==> src/rtl/dcfl_pkg.sv <==
package dcfl_pkg;
   localparam int unsigned ADDR_CTRL = 0;
   localparam int unsigned ADDR_STAT = 1;
   localparam int unsigned ADDR_CMD  = 2;

   typedef enum logic [1:0] {
      SEL_CTRL = 2'd0,
      SEL_STAT = 2'd1,
      SEL_CMD  = 2'd2,
      SEL_NONE = 2'd3
   } reg_sel_e;
endpackage

==> src/rtl/dcfl_sync.sv <==
module dcfl_sync #(
   parameter int unsigned W       = 2,
   parameter int unsigned STAGES  = 2,
   parameter logic        RST_VAL = 1'b0
) (
   input  logic         clk,
   input  logic         rst_n,
   input  logic [W-1:0] d,
   output logic [W-1:0] q
);
   initial begin
      assert (STAGES >= 2) else $error("dcfl_sync: STAGES must be at least 2");
      assert (W >= 1) else $error("dcfl_sync: W must be at least 1");
   end

   logic [W-1:0] stg [STAGES];

   always_ff @(posedge clk or negedge rst_n) begin
      if (!rst_n) begin
         for (int i = 0; i < int'(STAGES); i++) stg[i] <= {W{RST_VAL}};
      end else begin
         stg[0] <= d;
         for (int i = 1; i < int'(STAGES); i++) stg[i] <= stg[i-1];
      end
   end

   assign q = stg[STAGES-1];
endmodule

==> src/rtl/dcfl_chan_qual.sv <==
module dcfl_chan_qual (
   input  logic clk,
   input  logic rst_n,
   input  logic above_s,
   input  logic pol_ov,
   input  logic en,
   output logic live,
   output logic rise
);
   logic qual;
   logic qual_d;

   // polarity: 1 = over-voltage (fault when above), 0 = under-voltage
   always_comb begin
      live = pol_ov ? above_s : ~above_s;
      qual = live & en;
      rise = qual & ~qual_d;
   end

   always_ff @(posedge clk or negedge rst_n) begin
      if (!rst_n) qual_d <= 1'b0;
      else        qual_d <= qual;
   end

   AST_NO_BACK_TO_BACK_RISE: assert property (@(posedge clk) disable iff (!rst_n)
      rise |=> !rise);
endmodule

==> src/rtl/dcfl_latch.sv <==
module dcfl_latch #(
   parameter int unsigned NUM_CH = 2
) (
   input  logic              clk,
   input  logic              rst_n,
   input  logic [NUM_CH-1:0] rise,
   input  logic [NUM_CH-1:0] live,
   input  logic              clr,
   output logic              latched,
   output logic [NUM_CH-1:0] snap
);
   logic any_rise;
   assign any_rise = |rise;

   always_ff @(posedge clk or negedge rst_n) begin
      if (!rst_n) begin
         latched <= 1'b0;
         snap    <= '0;
      end else if (any_rise) begin
         latched <= 1'b1;
         if (!latched || clr) snap <= live;
      end else if (clr) begin
         latched <= 1'b0;
         snap    <= '0;
      end
   end

   AST_EDGE_SETS_LATCH: assert property (@(posedge clk) disable iff (!rst_n)
      any_rise |=> latched);
   AST_NO_SPURIOUS_SET: assert property (@(posedge clk) disable iff (!rst_n)
      (!latched && !any_rise) |=> !latched);
   AST_CLEAR_RELEASES: assert property (@(posedge clk) disable iff (!rst_n)
      (clr && !any_rise) |=> (!latched && snap == '0));
   AST_SNAP_HOLDS: assert property (@(posedge clk) disable iff (!rst_n)
      (latched && !clr) |=> $stable(snap));
   AST_SET_BEATS_CLEAR: assert property (@(posedge clk) disable iff (!rst_n)
      (clr && any_rise) |=> (latched && snap == $past(live)));
endmodule

==> src/rtl/dcfl_regs.sv <==
module dcfl_regs
   import dcfl_pkg::*;
#(
   parameter int unsigned           NUM_CH  = 2,
   parameter int unsigned           DATA_W  = 8,
   parameter int unsigned           ADDR_W  = 2,
   parameter logic [NUM_CH-1:0]     RST_POL = '0,
   parameter logic [NUM_CH-1:0]     RST_EN  = '0
) (
   input  logic              clk,
   input  logic              rst_n,
   input  logic              wr_en,
   input  logic [ADDR_W-1:0] wr_addr,
   input  logic [DATA_W-1:0] wr_data,
   input  logic [ADDR_W-1:0] rd_addr,
   input  logic [NUM_CH-1:0] live,
   input  logic [NUM_CH-1:0] snap,
   input  logic              latched,
   output logic [NUM_CH-1:0] pol,
   output logic [NUM_CH-1:0] en,
   output logic              clr,
   output logic [DATA_W-1:0] rd_data
);
   localparam int unsigned LAT_BIT = 2 * NUM_CH;

   initial begin
      assert (DATA_W >= LAT_BIT + 1) else $error("dcfl_regs: DATA_W too small for status layout");
      assert (ADDR_W >= 2) else $error("dcfl_regs: ADDR_W must be at least 2");
   end

   reg_sel_e wsel, rsel;
   logic     unused_wr;

   function automatic reg_sel_e decode(input logic [ADDR_W-1:0] a);
      if (a == ADDR_W'(ADDR_CTRL))      return SEL_CTRL;
      else if (a == ADDR_W'(ADDR_STAT)) return SEL_STAT;
      else if (a == ADDR_W'(ADDR_CMD))  return SEL_CMD;
      else                              return SEL_NONE;
   endfunction

   always_comb begin
      wsel = decode(wr_addr);
      rsel = decode(rd_addr);
   end

   assign unused_wr = ^wr_data;
   assign clr       = wr_en && (wsel == SEL_CMD) && wr_data[0];

   always_ff @(posedge clk or negedge rst_n) begin
      if (!rst_n) begin
         pol <= RST_POL;
         en  <= RST_EN;
      end else if (wr_en && wsel == SEL_CTRL) begin
         pol <= wr_data[NUM_CH-1:0];
         en  <= wr_data[2*NUM_CH-1:NUM_CH];
      end
   end

   always_comb begin
      rd_data = '0;
      unique case (rsel)
         SEL_CTRL: begin
            rd_data[NUM_CH-1:0]        = pol;
            rd_data[2*NUM_CH-1:NUM_CH] = en;
         end
         SEL_STAT: begin
            rd_data[NUM_CH-1:0]        = live;
            rd_data[2*NUM_CH-1:NUM_CH] = snap;
            rd_data[LAT_BIT]           = latched;
         end
         default: rd_data = '0;
      endcase
   end

   AST_STATUS_WRITE_IGNORED: assert property (@(posedge clk) disable iff (!rst_n)
      (wr_en && wsel != SEL_CTRL) |=> ($stable(pol) && $stable(en)));
endmodule

==> src/rtl/dual_cmp_fault_latch.sv <==
module dual_cmp_fault_latch #(
   parameter int unsigned NUM_CH      = 2,
   parameter int unsigned DATA_W      = 8,
   parameter int unsigned ADDR_W      = 2,
   parameter int unsigned SYNC_STAGES = 2
) (
   input  logic              clk,
   input  logic              rst_n,
   input  logic [NUM_CH-1:0] cmp_above,
   input  logic              wr_en,
   input  logic [ADDR_W-1:0] wr_addr,
   input  logic [DATA_W-1:0] wr_data,
   input  logic [ADDR_W-1:0] rd_addr,
   output logic [DATA_W-1:0] rd_data,
   output logic              fault_n
);
   initial begin
      assert (NUM_CH >= 1) else $error("dual_cmp_fault_latch: NUM_CH must be at least 1");
   end

   logic [NUM_CH-1:0] above_s, pol, en, live, rise, snap;
   logic              clr, latched;

   dcfl_sync #(.W(NUM_CH), .STAGES(SYNC_STAGES), .RST_VAL(1'b0)) u_sync (
      .clk(clk), .rst_n(rst_n), .d(cmp_above), .q(above_s)
   );

   for (genvar i = 0; i < int'(NUM_CH); i++) begin : g_ch
      dcfl_chan_qual u_qual (
         .clk(clk), .rst_n(rst_n), .above_s(above_s[i]), .pol_ov(pol[i]),
         .en(en[i]), .live(live[i]), .rise(rise[i])
      );
   end

   dcfl_latch #(.NUM_CH(NUM_CH)) u_latch (
      .clk(clk), .rst_n(rst_n), .rise(rise), .live(live), .clr(clr),
      .latched(latched), .snap(snap)
   );

   dcfl_regs #(.NUM_CH(NUM_CH), .DATA_W(DATA_W), .ADDR_W(ADDR_W)) u_regs (
      .clk(clk), .rst_n(rst_n), .wr_en(wr_en), .wr_addr(wr_addr), .wr_data(wr_data),
      .rd_addr(rd_addr), .live(live), .snap(snap), .latched(latched),
      .pol(pol), .en(en), .clr(clr), .rd_data(rd_data)
   );

   assign fault_n = ~latched;

   AST_DISABLED_NO_TRIP: assert property (@(posedge clk) disable iff (!rst_n)
      (fault_n && ((live & en) == '0)) |=> fault_n);
endmodule

==> config.mk <==
export PLATFORM = sky130hd
export DESIGN_NAME = dual_cmp_fault_latch
export DESIGN_NICKNAME = d
export VERILOG_FILES = /design/src/rtl/dcfl_pkg.sv /design/src/rtl/dcfl_sync.sv /design/src/rtl/dcfl_chan_qual.sv /design/src/rtl/dcfl_latch.sv /design/src/rtl/dcfl_regs.sv /design/src/rtl/dual_cmp_fault_latch.sv
export SDC_FILE = /design/constraint.sdc
export NUM_CORES = 1
export LEC_CHECK = 0
export ABC_AREA = 0
export BUFFER_PORTS_ARGS = -buffer_cell sky130_fd_sc_hd__buf_2
export CAP_MARGIN = 20
export CORE_MARGIN = 3
export CORE_UTILIZATION = 43
export CTS_BUF_LIST = sky130_fd_sc_hd__clkbuf_4 sky130_fd_sc_hd__clkbuf_8
export CTS_CLUSTER_DIAMETER = 30
export DETAILED_ROUTE_END_ITERATION = 6
export GPL_ROUTABILITY_DRIVEN = 1
export GPL_TIMING_DRIVEN = 0
export PLACE_DENSITY = 0.76
export SYNTH_ARGS = -nofsm -noshare
export SYNTH_HDL_FRONTEND = slang
export SYNTH_HIERARCHICAL = 1
export SYNTH_SLANG_ARGS = --single-unit
==> constraint.sdc <==
create_clock -name clk -period 1.3 [get_ports clk]
set_input_delay 0.065 -clock clk [delete_from_list [all_inputs] [get_ports clk]]
set_output_delay 0.065 -clock clk [all_outputs]
set_load 0.005 [all_outputs]
== Word level (Yosys, flattened, before mapping) ==
Index checks and enable logic that the tools add are counted.

* Register bits: 13
* Memories kept: 0
* RAM bits: 0
* Word-level logic and storage cells: 51
* Latch bits: 0
* ROM bits: 0
* Input bits: 17

* Multiplexer cells: 15
* Bitwise logic cells: 9
* Div/mod/pow operators: 0
* Add/sub/neg operators: 0
* Multipliers: 0
* Shift-type cells: 0
* Reductions and logical operators: 12
* Eq/ne operators: 7
* $lt $le $gt $ge: 0

{| class="wikitable"
|+ Operator list
! operator !! count
|-
| 2-to-1 mux 2 bit || 7
|-
| zero test 2 bit || 4
|-
| one-hot mux 4 bit (2 select lines) || 1
|-
| 2-to-1 mux 1 bit || 7
|-
| equality test 2 x 1 -> 1 bit, second input constant || 3
|-
| equality test 2 bit, second input constant || 3
|-
| NOT 1 bit || 5
|-
| AND 1 bit || 4
|-
| logical AND 1 bit || 3
|-
| inequality test 2 bit, second input constant || 1
|-
| AND reduction 2 bit || 1
|-
| nonzero test 2 bit || 1
|-
| OR reduction 2 bit || 1
|-
| zero test 1 bit || 1
|-
| logical OR 1 bit || 1
|}

== Depth between registers and ports, before layout ==
Gate-level depths: netlist of run 1.

* Word-level depth: 10
* Gate-level depth with buffers: 5
* Gate-level depth less buffers: 4

== By module ==
Netlist of run 1, hierarchy kept.

{| class="wikitable"
|+ By module, submodules not included
! module !! area an instance (µm²) !! times used !! cells an instance !! sequential area each (µm²)
|-
| dcfl_regs || 269.0 || 1 || 25 || 100.1
|-
| dcfl_latch || 138.9 || 1 || 13 || 75.1
|-
| dcfl_sync || 115.1 || 1 || 6 || 100.1
|-
| dcfl_chan_qual || 50.0 || 2 || 4 || 25.0
|-
| dual_cmp_fault_latch || 3.8 || 1 || 1 || 0.0
|}

== Least setup slack after synthesis of run 1 ==
OpenSTA, ideal clock, no wires.

* Path kind: register to register
* From: register u_sync.stg (netlist bit u_sync/q[1])
* To: register u_latch.snap[0]
* Cell stages (with the launch flop): 6
* Clock period less this slack: 1.254 ns
* Path buffers: 1
* Data required time: 1.199 ns
* Arrival time: 1.153 ns
* Setup slack: 0.046 ns
* Library setup time: 0.101 ns
* Path through: dfrtp_1 -> buf_4 -> xnor2_1 -> and3b_1 -> nor2_1 -> o32ai_1

* Longest elaborated chain between the ends: 7
* Elaborated cells between the ends (all ways): 9

{| class="wikitable"
|+ Ends and longest elaborated chain
! element !! RTL line !! text
|-
| start, declared || dcfl_sync.sv:16 || <nowiki>logic [W-1:0] stg [STAGES];</nowiki>
|-
| NOT 1 bit || dcfl_chan_qual.sv:15 || <nowiki>live = pol_ov ? above_s : ~above_s;</nowiki>
|-
| 2-to-1 mux 1 bit (*) || dcfl_chan_qual.sv:15 ||
|-
| net live[1] || dual_cmp_fault_latch.sv:21 || <nowiki>logic [NUM_CH-1:0] above_s, pol, en, live, rise, snap;</nowiki>
|-
| AND 1 bit (*) || dcfl_chan_qual.sv:16 || <nowiki>qual = live & en;</nowiki>
|-
| AND 1 bit (*) || dcfl_chan_qual.sv:17 || <nowiki>rise = qual & ~qual_d;</nowiki>
|-
| net rise[1] || dual_cmp_fault_latch.sv:21 ||
|-
| OR reduction 2 bit (*) || dcfl_latch.sv:13 || <nowiki>assign any_rise = |rise;</nowiki>
|-
| inequality test 2 bit (no line) or nonzero test 2 bit (tied branches) || -- ||
|-
| AND reduction 2 bit (no line) || -- ||
|-
| end signal, assigned || dcfl_latch.sv:21 || <nowiki>if (!latched || clr) snap <= live;</nowiki>
|-
| end, declared || dcfl_latch.sv:10 || <nowiki>output logic [NUM_CH-1:0] snap</nowiki>
|}

The timed path passes the listed nets; every way through them passes the cells marked *.
A chain may end at the register's enable or synchronous reset.

== Worst setup path after layout of run 1 ==
* From: register u_sync.stg (netlist bit u_sync/q[0])
* To: output port rd_data[0]

* Longest elaborated chain between the ends: 3

{| class="wikitable"
|+ Ends and longest elaborated chain
! element !! RTL line !! text
|-
| NOT 1 bit || dcfl_chan_qual.sv:15 ||
|-
| 2-to-1 mux 1 bit (*) || dcfl_chan_qual.sv:15 ||
|-
| net live[0] || dual_cmp_fault_latch.sv:21 ||
|-
| one-hot mux 4 bit (2 select lines) (*) || dcfl_regs.sv:61 || <nowiki>unique case (rsel)</nowiki>
|-
| end, declared || dual_cmp_fault_latch.sv:14 || <nowiki>output logic [DATA_W-1:0] rd_data,</nowiki>
|}

Marks and branches as above.

==> flow_metrics.py, run 1 <==
metrics = {
    "timing": {
        "hold_ws_ns": 0.0205,
        "final-max-slew-violation-count": 0,
        "fmax_mhz": 782,
        "grt_setup_unrepaired": "yes",
        "finalCritPeriodShare_pct": 98.4,
        "setup_viol": 0,
        "hold_viol": 0,
        "setup_ws_ns": 0.0212,
        "fin_crit_ns": 1.28,
        "fin_worst_skew_ns": 0.000802,
    },
    "power_and_ir_drop": {
        "max-vdd-ir-drop_v": 0.000881,
        "switching_share_pct": 28.3,
        "p_leak_uw": 0.000451,
        "p_switching_uw": 330,
        "power_frac_clock_pct": 23.0,
        "pwr-share-comb_pct": 30.5,
        "p_per_area_mw_per_mm2": 1350,
        "intPower_uw": 834,
        "seqPwrFrac_pct": 46.5,
    },
    "floorplanning": {
        "die_width_um": 44.2,
        "num_rows": 13,
        "start_util_pct": 47.0,
        "die_area_sq_mm": 0.00195,
        "core_area_sq_mm": 0.00133,
        "io_pins": 26,
        "die_h_um": 44.2,
    },
    "placed_design": {
        "portBuffers": 17,
        "routabilityCongestion": 0.762,
        "post-place-ws_ns": -0.138,
        "hpwl_um": 834,
    },
    "route": {
        "drt_iter0_drc": 1,
        "viasPerCell": 4.74,
        "vias": 450,
        "drc_errors": 0,
        "antenna_left": 0,
        "routed_wl_um": 1110,
        "dr.pass1.iters": 2,
        "wl_per_cell_um": 11.7,
    },
    "clocking": {
        "clkTransAtPathRegs_ns": 0.08,
        "htreeDepth": 1,
        "cts_sinks": 13,
        "cts_buffer_depth": 2,
        "clk_latency_ns": 0.27,
        "root_buffer": "clkbuf_4",
        "numCtsBuffers": 3,
        "cts_tree": "built",
    },
    "global_route": {
        "grt_pass1_wl_um": 1930,
        "grt_max_degree": 14,
        "grt_pass1_vias": 417,
        "antenna_found_initial": 0,
        "track_usage_pct": 13.7,
        "grt_overflow": 0,
    },
    "worst_setup_path": {
        "cp.required_ns": 1.24,
        "crit_type": "reg2out",
        "critical_path_arrival_ns": 1.21,
        "cp-start-kind": "flop",
        "ff2ff_path_depth": 4,
        "crit_fanout": 4,
        "cp-end-kind": "output pin",
    },
    "synth": {
        "synthAdderAreaFrac_pct": 0,
        "ys_ff_latch": 13,
        "synth_compound_area_share_pct": 4.39,
        "synthesis.area_sq_um": 627,
        "synth.area.mux_share_pct": 13.6,
        "yosysSeqAreaShare_pct": 51.9,
        "yosys.area_share.xor_xnor_pct": 2.79,
        "avgSynthCellArea_sq_um": 11.8,
        "ys_top_cells_by_area": "dfrtp_1 (52%), mux2_2 (7.2%), mux2i_1 (6.4%), buf_4 (6.0%), nor2_1 (3.6%)",
        "netlist.area_leader.share_pct": 51.9,
        "syn_inst": 53,
        "synth_top_cell_by_area": "dfrtp_1",
        "synth_simple_gate_area_share_pct": 18.2,
        "ys_types": 18,
        "ys.warnings.count": 6,
        "synth_top_family_by_area": "simple AND/OR/NAND/NOR gates",
    },
    "cells_and_area": {
        "drive_gt1_share_pct": 55.0,
        "num-fill-cells": 121,
        "final_nets": 98,
        "syn2layout_area_growth_pct": 37.9,
        "seq_area_sq_um": 328,
        "fin_util_pct": 64.8,
        "diodes": 0,
        "multi_input_area_sq_um": 312,
    },
    "job": {
        "drv_cap": 0,
    },
    "outcome": {
        "outcome": "complete, no violations",
    },
    "min_path": {
        "hp-class": "in2reg",
        "holdPathStages": 2,
    },
}
==> sequential cells by signal, summed over array words and instances (netlist names) <==
name                cells
u_latch/latched         1
u_latch/snap            2
u_sync/q                2
g_ch.u_qual/qual_d      2
u_regs/pol              2
u_regs/en               2
u_sync/stg              2
==> synth_stat cells <==
| cell type | n |
|---|---|
| conb_1 | 1 |
| o32ai_1 | 2 |
| buf_4 | 5 |
| mux2i_1 | 4 |
| o21ba_1 | 1 |
| nor3b_4 | 1 |
| mux2_2 | 4 |
| and2_2 | 2 |
| and4b_2 | 1 |
| nor2_1 | 6 |
| nand2b_1 | 3 |
| nand2_1 | 1 |
| and3b_1 | 2 |
| nor2b_1 | 1 |
| xnor2_1 | 2 |
| dfrtp_1 | 13 |
| buf_2 | 1 |
| inv_1 | 3 |
==> logic make-up (layout without fill, tap and decap cells) <==
| group | Yosys count | after routing |
|---|---|---|
| DFF | 13 | 13 |
| buffers and inverters | 9 | 34 |
| muxes | 8 | 8 |
| xor gates and xnor gates | 2 | 2 |
| other | 1 | 3 |
| AOI/OAI and AO/OA | 3 | 3 |
| and+or+nand+nor | 17 | 17 |
==> power groups by stage <==
stage	clock network (uW)	registers (uW)	logic (uW)
after global routing	296	554	394
after CTS	274	542	344
final	267	542	355
after global placement	0	528	257
after detailed placement	0	533	265
after floorplan	0	519	186
==> final cells by class <==
class,count,share of cell area (%)
buffer,4,3.18
tap,15,2.17
clock buffer,4,3.47
sequential,13,37.9
inverter,3,1.30
timing repair buffer,23,15.9
multi-input combinational,33,36.0
==> cell usage in the layout, fill, tap and decap left out, drive strengths merged, types with 2 or more instances in the layout <==
cell type / n
buf: 24
nor2: 6
inv: 3
dfrtp: 13
and2: 2
and3b: 2
conb: 3
dlygate4sd3: 3
xnor2: 2
clkbuf: 4
mux2: 4
mux2i: 4
nand2b: 3
o32ai: 2
==> worst max-delay path: stages, from the launching register on <==
cell	delay, ns
dfrtp_1	0.43
xnor2_4	0.20
mux2i_1	0.10
nor2_1	0.10
buf_2	0.11
==> metal layers <==
layer,share of wire (%),global-route usage (%),vias to the layer above
li1,-,-,221
met1,45,18.2,211
met2,46,21.2,16
met3,7.7,2.44,2
met4,1.1,7.23,0
met5,0,0,-
==> worst paths after layout <==
path	from	end	slack (ns)
max in group asynchronous	rst_n	u_regs/pol[0]$_DFFE_PN0P_	0.86
min in group asynchronous	rst_n	u_sync/stg[3]$_DFF_PN0_	0.20
max	u_sync/q[0]$_DFF_PN0_	rd_data[0]	0.02
min reg2reg	u_sync/stg[2]$_DFF_PN0_	u_sync/q[0]$_DFF_PN0_	0.35
min	wr_data[2]	u_regs/en[0]$_DFFE_PN0P_	0.02
max reg2reg	u_sync/q[0]$_DFF_PN0_	u_latch/snap[0]$_DFFE_PN0P_	0.03
==> per-stage QoR <==
step / TNS, ns / total power, uW / instance area (sq um) / cells
CTS: -0.00400 / 1160 / 855 / 94
floorplan: 0 / 704 / 634 / 55
global placement: -0.163 / 785 / 738 / 87
detailed placement: -0.270 / 798 / 738 / 87
finish: 0 / 1160 / 865 / 95
global route: -0.201 / 1240 / 865 / 95
==> timing repair <==
item / in CTS / in global routing
hold buffers: 3 / 0
endpoints found under the hold margin: 15 / 0
pin swaps: 7 / 2
gates resized for setup: 8 / 2
setup buffers: 2 / 1
endpoints found under the setup margin: 4 / 4
Power figures use the tool's default switching activity.
==> inputs of run 2 (changes only) <==
- CORE_UTILIZATION: 43 -> 42
- PLACE_DENSITY: 0.76 -> 0.75
- SYNTH_HIERARCHICAL: 1 -> not set
==> run 2 against run 1 <==
  * Count of clock-buffer cells in the layout decreased by 1
  * Combinational power decreased by 24%
  * Utilization decreased by 0.32 points
  * Power decreased by 10%
  * Critical endpoint is now u_latch.snap[0]$_DFFE_PN0P_
  * Largest cell class unchanged
  * Sequential cell count unchanged
  * Fmax increased by 3.8%
  * Sequential power decreased by 1%
==> flow_metrics.py, run 2 <==
metrics = {
    "clocking": {
        "clkTransAtPathRegs_ns": 0.08,
        "root_buffer": "clkbuf_4",
        "cts_buffer_depth": 2,
        "numCtsBuffers": 3,
        "cts_sinks": 13,
        "clk_latency_ns": 0.27,
        "cts_tree": "built",
        "htreeDepth": 1,
    },
    "timing": {
        "setup_ws_ns": 0.0677,
        "grt_setup_unrepaired": "no",
        "tns_ns": 0,
        "fin_crit_ns": 1.23,
        "fin_worst_skew_ns": 0.00168,
        "hold_ws_ns": 0.0193,
        "fmax_mhz": 812,
        "setup_viol": 0,
        "final-max-slew-violation-count": 0,
        "finalCritPeriodShare_pct": 94.8,
        "hold_viol": 0,
    },
    "placed_design": {
        "portBuffers": 18,
        "post-place-ws_ns": 0.0405,
        "routabilityCongestion": 0.710,
        "hpwl_um": 869,
    },
    "global_route": {
        "grt_overflow": 0,
        "grt_pass1_vias": 450,
        "track_usage_pct": 13.8,
        "antenna_found_initial": 0,
        "grt_pass1_wl_um": 1890,
        "grt_max_degree": 14,
    },
    "route": {
        "dr.pass1.iters": 4,
        "drc_errors": 0,
        "highest_layer": "met4",
        "routed_wl_um": 1110,
        "route.met3.wl_um": 110,
        "viasPerCell": 4.69,
        "drt-met1-wl_um": 431,
        "wl_met2_um": 563,
        "wl_per_cell_um": 12.0,
        "vias": 436,
        "drt_iter0_drc": 2,
        "antenna_left": 0,
    },
    "worst_setup_path": {
        "critical_path_arrival_ns": 1.39,
        "crit_type": "reg2reg",
        "reg2reg_from": "u_regs.pol[1]$_DFFE_PN0P_",
        "worstSetupStartpoint": "u_regs.pol[1]$_DFFE_PN0P_",
        "cp-start-kind": "flop",
        "cp.required_ns": 1.46,
        "crit_fanout": 3,
        "cp-end-kind": "flop",
    },
    "synth": {
        "synthesis.area_sq_um": 597,
        "ys_top_cells_by_count": "dfrtp_1 (13), nor2_1 (5)",
        "avgSynthCellArea_sq_um": 11.5,
        "ys.warnings.count": 0,
        "syn_inst": 52,
        "async_flop_share_pct": 100,
        "ys_top_cells_by_area": "dfrtp_1 (55%), mux2_2 (7.5%), xnor2_1 (5.9%), buf_4 (3.8%), mux2i_1 (3.4%)",
        "yosysSeqAreaShare_pct": 54.5,
        "synth_edf_count": 0,
        "synth_top_cell_by_area": "dfrtp_1",
        "netlist.area_leader.share_pct": 54.5,
        "ys_types": 18,
        "synth_flop_cell": "dfrtp_1",
        "ys_ff_latch": 13,
        "yosysMostFrequentCell": "dfrtp_1",
    },
    "floorplanning": {
        "die_width_um": 43.7,
        "io_pins": 26,
        "die_area_sq_mm": 0.00191,
        "start_util_pct": 49.1,
        "num_rows": 12,
        "core_area_sq_mm": 0.00122,
        "die_h_um": 43.7,
    },
    "power_and_ir_drop": {
        "max-vdd-ir-drop_v": 0.000899,
        "p_per_area_mw_per_mm2": 1330,
        "p_leak_uw": 0.000403,
        "finalPower_uw": 1040,
    },
    "cells_and_area": {
        "diodes": 0,
        "multi_input_area_sq_um": 256,
        "drive_gt1_share_pct": 43.0,
        "final_cell_mix": "buf_2 (18), dfrtp_1 (13), nor2_1 (5)",
        "final_nets": 97,
        "seq_area_sq_um": 325,
        "num-fill-cells": 104,
        "syn2layout_area_growth_pct": 31.4,
        "layout_commonest_cell": "buf_2",
    },
    "min_path": {
        "hp-class": "in2reg",
        "min-delay-start": "wr_data[2]",
    },
    "job": {
        "drv_cap": 0,
    },
    "outcome": {
        "outcome": "complete, no violations",
    },
}
## run 2: cell count changes after synthesis, sizes merged, moves of 2 or more
cell / previous run / this run
xnor2: 2 / 4
buf: 6 / 3
mux2i: 4 / 2
nand2: 1 / 4
o32ai: 2 / 0
and3b: 2 / 0
o22ai: 0 / 2
nand2b: 3 / 1
nor2b: 1 / 3
## run 2: logic make-up after synthesis
group | Yosys count | share of synthesized area (%)
AND/OR/NAND/NOR | 18 | 17.0
flip-flops | 13 | 54.5
buffers and inverters | 7 | 6.29
multiplexers | 6 | 10.9
XOR/XNOR | 4 | 5.87
AO/OA/AOI/OAI | 3 | 4.82
other | 1 | 0.628
## run 2: worst paths after layout
check / cells past startpoint / slack [ns] / end
hold reg to reg: 0 / 0.36 / u_sync.q[1]$_DFF_PN0_
max in group asynchronous: 2 / 0.88 / g_ch[0].u_qual.qual_d$_DFF_PN0_
setup reg to reg: 4 / 0.07 / u_latch.snap[0]$_DFFE_PN0P_
min in group asynchronous: 2 / 0.20 / u_latch.snap[1]$_DFFE_PN0P_
setup / recovery: 4 / 0.07 / u_latch.snap[0]$_DFFE_PN0P_
hold / removal: 2 / 0.02 / u_regs.en[0]$_DFFE_PN0P_
## run 2: where the power goes
| part | total [uW] | leakage, uW | internal [uW] | switching, uW |
|---|---|---|---|---|
| clock | 240 | 0.0000177 | 114 | 126 |
| combinational | 269 | 0.000230 | 153 | 117 |
| sequential | 535 | 0.000155 | 479 | 56.3 |
| total | 1040 | 0.000403 | 746 | 299 |
## run 2: metal layers
metal / GRT usage [%] / vias to the layer above
met3: 7.47 / 2
met2: 23.8 / 18
met1: 14.5 / 198
met4: 3.61 / 0
li1: - / 218
met5: 0 / -
## run 2: cell type report
type,count,area share [%]
timing repair buffer,21,15.3
sequential,13,41.5
buffer,3,2.87
inverter,4,1.91
clock inverter,1,0.638
clock buffer,3,2.87
tap,14,2.23
multi-input combinational,34,32.7
## run 2: stage by stage
step	area (sq um)	instances	util, %
final	785	93	64.5
after global routing	785	93	64.5
after CTS	769	93	63.3
after detailed placement	712	86	58.5
after global placement	712	86	58.5
after floorplan	604	54	-
## run 2: worst max-delay path, cell delays in order (launching register included)
cell,delay [ns]
dfrtp_1,0.44
xnor2_2,0.17
a32oi_2,0.27
nand2b_1,0.16
o22ai_1,0.08
## run 2: timing repair
action / CTS / global route
resized for setup: 0 / 2
hold buffers: 3 / 0
buffers inserted: 0 / 0
endpoints found under the hold margin: 15 / 0
setup endpoints to repair: 0 / 2
==> inputs of run 3 (changes only) <==
- PLACE_DENSITY: 0.75 -> 0.73
==> run 3 against run 2 <==
  * Final cell count did not move
  * Power rose by 1.2%
  * Utilization fell by 0.41 points
  * Combinational power fell by 2%
  * Sequential power barely moved
  * Sequential share of layout area rose by 0.27 points
  * Clock skew barely moved
  * First-iteration DRC count fell by 100%
  * Clock power rose by 8%
  * Via count fell by 2.5%
  * Critical endpoint is now u_latch.snap[1]$_DFFE_PN0P_
  * Largest power group unchanged
  * Highest routed layer unchanged
==> flow_metrics.py, run 3 (same netlist as run 2, synthesis figures left out) <==
metrics = {
    "outcome": {
        "outcome": "complete, no violations",
    },
    "clocking": {
        "numCtsBuffers": 3,
        "root_buffer": "clkbuf_4",
        "post_cts.repair.setup_buffers": 0,
        "cts_tree": "built",
        "clk_latency_ns": 0.27,
        "cts_buffer_depth": 2,
        "cts_sinks": 13,
        "clkTransAtPathRegs_ns": 0.07,
        "htreeDepth": 1,
    },
    "route": {
        "drc_errors": 0,
        "vias": 425,
        "drt_iter0_drc": 0,
        "wl_per_cell_um": 11.5,
        "dr.pass1.iters": 1,
        "routed_wl_um": 1070,
        "viasPerCell": 4.57,
        "antenna_left": 0,
    },
    "global_route": {
        "busiest_layer": "met2",
        "grt_pass1_wl_um": 1710,
        "use_met3_pct": 4.15,
        "antenna_found_initial": 0,
        "use_met1_pct": 13.0,
        "grt_use_met2_pct": 21.5,
        "grt_max_degree": 14,
        "grt_pass1_vias": 425,
        "track_usage_pct": 12.5,
        "grt_overflow": 0,
    },
    "cells_and_area": {
        "diodes": 0,
        "drive_gt1_share_pct": 41.8,
        "num-fill-cells": 107,
        "final_cells": 93,
        "layout_commonest_cell": "buf_2",
        "final_nets": 97,
        "final_cell_mix": "buf_2 (18), dfrtp_1 (13), nor2_1 (5)",
        "stdcell_area_sq_um": 779,
        "syn2layout_area_growth_pct": 30.6,
    },
    "worst_setup_path": {
        "cpMaxStageDelayCell": "dfrtp_1",
        "cp-start-kind": "flop",
        "slowest_delay_ns": 0.43,
        "crit_family": "flip-flops",
        "critical_path_arrival_ns": 1.36,
        "crit_chain": "xnor2_2 -> a32oi_2 -> nand2b_1 -> o22ai_1",
        "cp-end-kind": "flop",
        "cp.required_ns": 1.45,
        "crit_type": "reg2reg",
        "crit_fanout": 3,
        "critPathBufInv": 0,
    },
    "placed_design": {
        "place_area_sq_um": 712,
        "hpwl_um": 851,
        "dp.cells": 86,
        "post-place-ws_ns": 0.0807,
        "routabilityCongestion": 0.729,
        "portBuffers": 18,
    },
    "floorplanning": {
        "start_util_pct": 49.1,
        "io_pins": 26,
        "num_rows": 12,
        "die_area_sq_mm": 0.00191,
        "die_width_um": 43.7,
        "core_area_sq_mm": 0.00122,
        "die_h_um": 43.7,
    },
    "min_path": {
        "hp-class": "in2reg",
    },
    "power_and_ir_drop": {
        "p_leak_uw": 0.000398,
        "p_per_area_mw_per_mm2": 1360,
        "max-vdd-ir-drop_v": 0.000779,
    },
    "job": {
        "drv_cap": 0,
    },
    "timing": {
        "hold_viol": 0,
        "setup_ws_ns": 0.0950,
        "finalCritPeriodShare_pct": 92.7,
        "grt_setup_unrepaired": "no",
        "hold_ws_ns": 0.0277,
        "setup_viol": 0,
        "fmax_mhz": 830,
        "fin_crit_ns": 1.20,
        "fin_worst_skew_ns": 0.00193,
        "final-max-slew-violation-count": 0,
        "tns_ns": 0,
    },
}
## run 3: cell types whose count changed in the layout (fill, tap and decap cells not counted)
cell / previous run / this run
xnor2_1: 2 / 3
xnor2_2: 2 / 1
clkbuf_4: 3 / 4
clkinv_2: 1 / 0
## run 3: through the flow
step | total power [uW] | util, %
floorplan | 701 | -
global placement | 783 | 58.5
CTS | 1070 | 63.5
finish | 1060 | 64.1
detailed placement | 798 | 58.5
global route | 1130 | 64.1
## run 3: repair_timing
item	4_1_cts	5_1_grt
endpoints found under the setup margin	0	1
hold endpoints to repair	15	0
hold buffers	3	0
gates resized for setup	0	1
## run 3: final cells by class
class / count / area (sq um) / share of cell area, %
buffer: 3 / 22.5 / 2.89
clock buffer: 4 / 30.0 / 3.85
inverter: 4 / 15.0 / 1.93
multi-input combinational: 34 / 249 / 31.9
sequential: 13 / 325 / 41.7
tap: 14 / 17.5 / 2.25
timing repair buffer: 21 / 120 / 15.4
## run 3: worst paths after layout
path	from	end	slack, ns	depth (start not counted)
min in group asynchronous	rst_n	g_ch[1].u_qual.qual_d$_DFF_PN0_	0.20	2
setup / recovery	u_regs.pol[1]$_DFFE_PN0P_	u_latch.snap[1]$_DFFE_PN0P_	0.1	4
setup reg to reg	u_regs.pol[1]$_DFFE_PN0P_	u_latch.snap[1]$_DFFE_PN0P_	0.1	4
max in group asynchronous	rst_n	u_sync.stg[2]$_DFF_PN0_	0.88	2
hold / removal	wr_data[1]	u_regs.pol[1]$_DFFE_PN0P_	0.03	2
hold reg to reg	u_sync.stg[3]$_DFF_PN0_	u_sync.q[1]$_DFF_PN0_	0.36	0
## run 3: where the power goes
group,leakage [uW],total [uW],switching (uW),internal (uW)
logic,0.000224,264,115,149
clock network,0.0000184,260,121,140
registers,0.000155,534,54.7,479
## run 3: per-layer routing
layer  wire (um)  share of wire (%)
met1         462                 43
met2         496                 47
met3          83                7.8
met4          22                2.1
met5           0                  0
